--- src/rtl/alu_ext_pkg.sv ---
package alu_ext_pkg;

  typedef enum logic [2:0] {
    OP_ADD  = 3'b000,
    OP_SUB  = 3'b001,
    OP_INC  = 3'b010,
    OP_PASS = 3'b011,
    OP_AND  = 3'b100,
    OP_OR   = 3'b101,
    OP_XOR  = 3'b110,
    OP_NOT  = 3'b111
  } alu_op_e;

  // First adder operand bit: raw bit for arithmetic, logic result otherwise
  function automatic logic cond_a_bit(alu_op_e op, logic a_i, logic b_i);
    case (op)
      OP_AND:  return a_i & b_i;
      OP_OR:   return a_i | b_i;
      OP_XOR:  return a_i ^ b_i;
      OP_NOT:  return ~a_i;
      default: return a_i;
    endcase
  endfunction

  // Second adder operand bit: only add and subtract use b
  function automatic logic cond_b_bit(alu_op_e op, logic b_i);
    case (op)
      OP_ADD:  return b_i;
      OP_SUB:  return ~b_i;
      default: return 1'b0;
    endcase
  endfunction

  // Carry-in: one for subtract (two's complement) and increment
  function automatic logic cond_cin(alu_op_e op);
    return (op == OP_SUB) || (op == OP_INC);
  endfunction

endpackage

--- src/rtl/alu_ext_cell.sv ---
module alu_ext_cell
  import alu_ext_pkg::*;
(
  input  logic [2:0] op,
  input  logic       a_bit,
  input  logic       b_bit,
  output logic       ia_bit,
  output logic       ib_bit
);

  alu_op_e op_e;

  always_comb begin
    op_e   = alu_op_e'(op);
    ia_bit = cond_a_bit(op_e, a_bit, b_bit);
    ib_bit = cond_b_bit(op_e, b_bit);
  end

endmodule

--- src/rtl/alu_cin_ext.sv ---
module alu_cin_ext
  import alu_ext_pkg::*;
(
  input  logic [2:0] op,
  output logic       cin
);

  always_comb cin = cond_cin(alu_op_e'(op));

endmodule

--- src/rtl/alu_ripple_adder.sv ---
module alu_ripple_adder #(
  parameter int WIDTH = 8
) (
  input  logic [WIDTH-1:0] x,
  input  logic [WIDTH-1:0] y,
  input  logic             ci,
  output logic [WIDTH-1:0] s,
  output logic             co
);

  logic [WIDTH:0] c;

  assign c[0] = ci;

  for (genvar i = 0; i < WIDTH; i++) begin : g_fa
    assign s[i]   = x[i] ^ y[i] ^ c[i];
    assign c[i+1] = (x[i] & y[i]) | (c[i] & (x[i] ^ y[i]));
  end

  assign co = c[WIDTH];

endmodule

--- src/rtl/alu_ext_top.sv ---
module alu_ext_top #(
  parameter int WIDTH = 8
) (
  input  logic             clk,
  input  logic             rst_n,
  input  logic             en,
  input  logic [2:0]       op,
  input  logic [WIDTH-1:0] a,
  input  logic [WIDTH-1:0] b,
  output logic [WIDTH-1:0] result,
  output logic             carry
);

  // Named internal nets, observed by the bound checker
  logic [WIDTH-1:0] ia_w;
  logic [WIDTH-1:0] ib_w;
  logic             cin_w;
  logic [WIDTH-1:0] sum_w;
  logic             cout_w;

  for (genvar i = 0; i < WIDTH; i++) begin : g_cell
    alu_ext_cell u_cell (
      .op     (op),
      .a_bit  (a[i]),
      .b_bit  (b[i]),
      .ia_bit (ia_w[i]),
      .ib_bit (ib_w[i])
    );
  end

  alu_cin_ext u_cin (
    .op  (op),
    .cin (cin_w)
  );

  alu_ripple_adder #(.WIDTH(WIDTH)) u_add (
    .x  (ia_w),
    .y  (ib_w),
    .ci (cin_w),
    .s  (sum_w),
    .co (cout_w)
  );

  always_ff @(posedge clk or negedge rst_n) begin
    if (!rst_n) begin
      result <= '0;
      carry  <= 1'b0;
    end else if (en) begin
      result <= sum_w;
      carry  <= cout_w;
    end
  end

endmodule

--- config.mk ---
export PLATFORM = sky130hd
export DESIGN_NAME = alu_ext_top
export DESIGN_NICKNAME = d
export VERILOG_FILES = /design/src/rtl/alu_ext_pkg.sv /design/src/rtl/alu_ext_cell.sv /design/src/rtl/alu_cin_ext.sv /design/src/rtl/alu_ripple_adder.sv /design/src/rtl/alu_ext_top.sv
export SDC_FILE = /design/constraint.sdc
export NUM_CORES = 1
export LEC_CHECK = 0
export BUFFER_PORTS_ARGS = -buffer_cell sky130_fd_sc_hd__buf_2
export CORE_ASPECT_RATIO = 0.5
export CORE_MARGIN = 3
export CORE_UTILIZATION = 35
export CTS_BUF_LIST = sky130_fd_sc_hd__clkbuf_4 sky130_fd_sc_hd__clkbuf_8 sky130_fd_sc_hd__clkbuf_16
export DETAILED_ROUTE_END_ITERATION = 8
export PLACE_DENSITY = 0.62
export SETUP_SLACK_MARGIN = 0.4
export SYNTH_ARGS = -nofsm -noshare
export SYNTH_HDL_FRONTEND = slang
export SYNTH_HIERARCHICAL = 1
export SYNTH_SLANG_ARGS = --single-unit
--- constraint.sdc ---
create_clock -name clk -period 1.2 [get_ports clk]
set_clock_uncertainty 0.1 [all_clocks]
set_input_delay 0.18 -clock clk [delete_from_list [all_inputs] [get_ports clk]]
set_output_delay 0.18 -clock clk [all_outputs]
set_load 0.01 [all_outputs]
==> results.cfg, run 1 <==
[outcome]
status = complete, but fails checks
violations = negative setup slack

[power_and_ir_drop]
switchingPower_mw = 0.5222
irDropWorstVdd_v = 0.0003679
switching_share_pct = 32.41
leakage_nw = 0.9633
intPower_mw = 1.089
pwr-share-comb_pct = 49.6
pwr-share-clk_pct = 23.6
seqPwrFrac_pct = 26.9
power_density_nw_per_um2 = 839.0

[detailed_routing]
routed-via-count = 1170
finalWirelength_mm = 3.048
met3WireLength_um = 78
antenna_left = 0
routedWlPerCell_um = 12.10
top_layer_used = met4
vias_per_cell = 4.643
wl_met1_mm = 1.489
drt_iter0_markers = 24
drt-pass1-iter-count = 5
wl_met2_mm = 1.461
route.detailed.drc = 0

[worst_setup_path]
cp-end-kind = flop
crit_required_ps = 1280
critPathMaxFanout = 2
worstPathBufferInverterCount = 6
slowest_stage = fa_2
cp_slowest_stage_delay_ps = 420
critical_path.top_delay_family = adder cells
worstPathArrival_ps = 4000
cp_cell_sequence = buf_12 -> inv_12 -> ha_4 -> and4b_1 -> a41oi_2 -> o221ai_2 -> fa_2 -> inv_2 -> fa_2 -> inv_2 -> fa_2 -> fa_2 -> fa_2 -> fa_2 -> fa_2 -> inv_2 -> fa_2 -> inv_2 -> mux2_4
crit_top_cell = fa_2
critPathLaunchType = input port
worstSetupPathType = in -> reg

[global_routing]
antenna_found_initial = 0
grt_usage_pct = 13.70
grt_max_degree = 27
grt_overflow = 0
grt_first_pass_wirelength_mm = 5.023
grt_pass1_vias = 1111

[sta]
rsz0062_at_grt = true
period_needed_ps = 3920
setup_viol = 9
whs_ps = 207.8
slew_headroom_pct = 78.34
drv_slew = 0
min_period_over_period_pct = 326.7
worstMarginPinSlew_ps = 322.4
hold_viol = 0
finalWorstSetupSlack_ps = -2720
max_freq_mhz = 255.1

[die]
start_util_pct = 39.67
core_area_um2 = 3258
die_h_um = 48.97
io_pins = 31
die_w_um = 91.94
num_rows = 14
dieArea_um2 = 4502

[clocking]
htree_num_levels = 1
clk_pin_slew_ps = 50
numCtsBuffers = 3
cts.sink_count = 9
cts_tree = yes
insertion_delay_ps = 240
cts_root_buffer = clkbuf_8
cts.path.max_buffers = 2

[place]
place_congestion = 0.7649
dp_cells = 242
place_hpwl_mm = 2.315
placed_cell_area_um2 = 1762
io_buffers = 30

[synth]
synthesis.area_um2 = 1292
syn_inst = 135
synth.net_count = 181
ys_seq_area_share_pct = 17.42
ys_ff_latch = 9
ys_warn_count = 6
synth.distinct_cells = 15
avgSynthCellArea_um2 = 9.574

[finish]
final_cell_mix = buf_4 (33), buf_2 (27), inv_1 (18)
layout.nets = 251
synthToLayoutAreaGrowth_pct = 48.60
final_cells = 252
drive_gt1_share_pct = 48.04
diodes = 0
final_cell_area_um2 = 1921
fill_cells = 303
final_common_cell = buf_4

[worst_hold_path]
hold_path.class = in -> async

[job]
max_cap_viol_count = 0
-- layer usage --
| metal | GRT usage (%) | vias up |
|---|---|---|
| met5 | 0 | - |
| met4 | 3.695 | 0 |
| met3 | 2.003 | 2 |
| met2 | 23.79 | 17 |
| met1 | 17.87 | 535 |
| li1 | - | 616 |
-- through the flow --
step / setup TNS [ps] / total power [mW] / worst slack, ps / utilization (%)
floorplan: -16110 / 0.8153 / -2794 / -
global placement: -18410 / 1.130 / -3043 / 54.07
detailed placement: -19020 / 1.144 / -3127 / 54.07
CTS: -15590 / 1.603 / -2741 / 58.22
global route: -15880 / 1.747 / -2790 / 58.95
finish: -15410 / 1.611 / -2720 / 58.95
-- cells in the mapped netlist (all sizes together) --
library cell,instances,area share [%]
o21ai,8,3.1
o221ai,8,5.4
nor2,1,0.29
buf,1,0.87
fa,8,12
xnor2,9,6.1
nand2b,8,3.9
mux2,9,10
and4b,8,6.2
ha,16,15
dfrtp,9,17
inv,26,7.6
a41oi,8,5.4
nor3,8,3.1
nand2,8,2.3
-- final cells by class --
type	count	area (um^2)	area share, %
tap	48	60.06	3.127
timing repair buffer	66	466.7	24.30
inverter	26	110.1	5.733
clock buffer	4	48.80	2.541
sequential	9	225.2	11.73
multi-input combinational	99	1010	52.57
-- flip-flops by register name, indices dropped and copies added, names as in the netlist --
register,count
carry,1
result,8
-- cell families after synthesis --
logic type / after synthesis / share of synthesized area, %
buf+inv: 27 / 8.422
compound gates: 24 / 13.94
mux: 9 / 10.46
fa+ha+maj: 24 / 27.88
xor+xnor: 9 / 6.099
flops: 9 / 17.43
simple gates: 33 / 15.78
-- what timing repair did --
item,4_1_cts,5_1_grt
pin swaps,2,1
hold endpoints to repair,9,0
cloned,0,0
resized for setup,9,7
setup endpoints to repair,18,18
buffers inserted,5,0
hold buffers,1,0
-- power groups by stage --
stage	clock [mW]	sequential, mW	combinational, mW
2_1_floorplan	0	0.469	0.347
3_3_place_gp	0	0.433	0.697
3_5_place_dp	0	0.435	0.709
4_1_cts	0.393	0.427	0.783
5_1_grt	0.416	0.445	0.886
6_report	0.380	0.433	0.798
-- path summary, 6_finish.rpt --
| path | from | end | slack [ps] | cells after the start |
|---|---|---|---|---|
| worst max-delay path | a[0] | result[7]$_DFFE_PN0P_ | -2720 | 19 |
| worst min-delay path | rst_n | result[5]$_DFFE_PN0P_ | 210 | 2 |
| worst max register to register | result[6]$_DFFE_PN0P_ | result[6]$_DFFE_PN0P_ | 200 | 2 |
| worst min register to register | result[0]$_DFFE_PN0P_ | result[0]$_DFFE_PN0P_ | 400 | 1 |
| max in group asynchronous | rst_n | result[6]$_DFFE_PN0P_ | 620 | 2 |
| min in group clk | en | result[3]$_DFFE_PN0P_ | 290 | 2 |
-- worst register-to-register path: cells and delay by family (launching register included) --
family | cells | cell delay, ps
buf+inv | 1 | 140
mux | 1 | 260
flops | 1 | 390
Power figures use the tool's default switching activity.
==> run 2: changes to the inputs <==
--- a/config.mk
+++ b/config.mk
@@ -11,6 +11,7 @@
 export CORE_UTILIZATION = 35
 export CTS_BUF_LIST = sky130_fd_sc_hd__clkbuf_4 sky130_fd_sc_hd__clkbuf_8 sky130_fd_sc_hd__clkbuf_16
 export DETAILED_ROUTE_END_ITERATION = 8
+export MAX_ROUTING_LAYER = met4
 export PLACE_DENSITY = 0.62
 export SETUP_SLACK_MARGIN = 0.4
 export SYNTH_ARGS = -nofsm -noshare
==> run 2 against run 1 <==
  * The run still ends with negative setup slack left
  * Sequential power hardly changed
  * Non-clock buffer count stayed put
  * Wire length is 0.52% higher
  * Register-to-register slack hardly changed
  * Power hardly changed
  * Combinational power hardly changed
  * Final cell count stayed put
  * Fmax hardly changed
  * Setup slack better by 0.79 ps
  * Via count is 0.26% lower
  * Highest routed layer unchanged
==> results.cfg, run 2 (synthesis gave the netlist of run 1 again) <==
[power_and_ir_drop]
irDropWorstVdd_v = 0.0003684
leakage_nw = 0.9633
power_density_nw_per_um2 = 839.2
total_power_mw = 1.612

[detailed_routing]
vias_per_cell = 4.631
antenna_left = 0
route.detailed.drc = 0
drt_iter0_markers = 30
drt-pass1-iter-count = 4
finalWirelength_mm = 3.064
routedWlPerCell_um = 12.16
routed-via-count = 1167

[global_routing]
grt_pass1_vias = 1111
antenna_found_initial = 0
grt_first_pass_wirelength_mm = 5.023
grt_overflow = 0
grt_max_degree = 27
grt_usage_pct = 14.09

[finish]
largest-register = result
fin_util_pct = 58.95
largest_reg_flops = 8
final_cell_mix = buf_4 (33), buf_2 (27), inv_1 (18)
top_regs = result x8, carry x1
drive_gt1_share_pct = 48.04
synthToLayoutAreaGrowth_pct = 48.60
final_common_cell = buf_4
diodes = 0
layout.nets = 251

[worst_setup_path]
r2r_setup_slack_ps = 190
critical_path.top_delay_family = adder cells
slowest_stage = fa_2
reg2reg_depth = 2
regToRegEndpoint = result[6]$_DFFE_PN0P_
cp-end-kind = flop
cp_cell_sequence = buf_12 -> inv_12 -> ha_4 -> and4b_1 -> a41oi_2 -> o221ai_2 -> fa_2 -> inv_2 -> fa_2 -> inv_2 -> fa_2 -> fa_2 -> fa_2 -> fa_2 -> fa_2 -> inv_2 -> fa_2 -> inv_2 -> mux2_4
worstPathBufferInverterCount = 6
worstPathArrival_ps = 3990
crit_top_cell = fa_2
crit_required_ps = 1280
critPathMaxFanout = 2
cp_slowest_stage_delay_ps = 420
regToRegStartpoint = result[6]$_DFFE_PN0P_
worstSetupPathType = in -> reg
critPathLaunchType = input port

[sta]
setup_viol = 9
slew_headroom_pct = 78.34
min_period_over_period_pct = 326.6
whs_ps = 213.9
period_needed_ps = 3919
hold_viol = 0
max_freq_mhz = 255.2
drv_slew = 0
rsz0062_at_grt = true
finalWorstSetupSlack_ps = -2719
worstMarginPinSlew_ps = 322.4

[die]
num_rows = 14
core_area_um2 = 3258
dieArea_um2 = 4502
start_util_pct = 39.67
io_pins = 31
die_w_um = 91.94
die_h_um = 48.97

[outcome]
violations = negative setup slack
status = complete, but fails checks

[place]
place_congestion = 0.7751
place_hpwl_mm = 2.315
io_buffers = 30
pre_cts_ws_ps = -3127

[clocking]
cts_tree = yes
cts.sink_count = 9
insertion_delay_ps = 230
clk_pin_slew_ps = 50
cts.path.max_buffers = 2
cts_root_buffer = clkbuf_8
htree_num_levels = 1
numCtsBuffers = 3

[job]
max_cap_viol_count = 0

[worst_hold_path]
hold_path.class = in -> async
[run 2: worst max path at each step]
stage                     from               endpoint  slack, ps  depth (start not counted)
after floorplan           a[0]  result[7]$_DFFE_PN0P_      -2790                         18
final                     a[0]  result[7]$_DFFE_PN0P_      -2720                         19
after global placement    a[0]  result[7]$_DFFE_PN0P_      -3040                         19
after detailed placement  a[0]  result[7]$_DFFE_PN0P_      -3130                         19
after CTS                 a[0]  result[7]$_DFFE_PN0P_      -2740                         19
after global routing      a[0]  result[7]$_DFFE_PN0P_      -2790                         19
[run 2: what timing repair did]
action                                  in CTS  in global routing
resized for setup                            9                  7
endpoints found under the hold margin        9                  0
endpoints found under the setup margin      18                 18
setup buffers                                5                  0
hold buffers                                 1                  0
pin swaps                                    2                  1
[run 2: layout make-up]
| cell class | count | area [um^2] |
|---|---|---|
| Multi-Input combinational cell | 99 | 1010 |
| Timing Repair Buffer | 66 | 466.7 |
| Sequential cell | 9 | 225.2 |
| Fill cell | 303 | 1338 |
| Tap cell | 48 | 60.06 |
| Inverter | 26 | 110.1 |
| Clock buffer | 4 | 48.80 |
[run 2: power breakdown]
| part | leakage [nW] | internal [mW] | switching (mW) |
|---|---|---|---|
| Sequential | 0.109 | 0.385 | 0.0480 |
| Combinational | 0.828 | 0.449 | 0.350 |
| Clock | 0.0262 | 0.254 | 0.125 |
[run 2: stage by stage]
step | instance area [um^2] | TNS (ps) | instances
3_3_place_gp | 1762 | -18410 | 242
2_1_floorplan | 1338 | -16110 | 135
4_1_cts | 1897 | -15590 | 252
3_5_place_dp | 1762 | -19020 | 242
6_report | 1921 | -15410 | 252
5_1_grt | 1921 | -15880 | 252
[run 2: metal layers]
metal / up-vias / share of wire, % / GRT usage [%]
li1: 615 / - / -
met3: 2 / 2.4 / 2.003
met2: 17 / 48 / 23.79
met5: - / 0 / -
met4: 0 / 0.62 / 3.695
met1: 533 / 49 / 17.87
[run 2: worst register-to-register path: stages (launching register included)]
cell     delay [ps]
dfrtp_1         390
buf_4           140
mux2_4          260
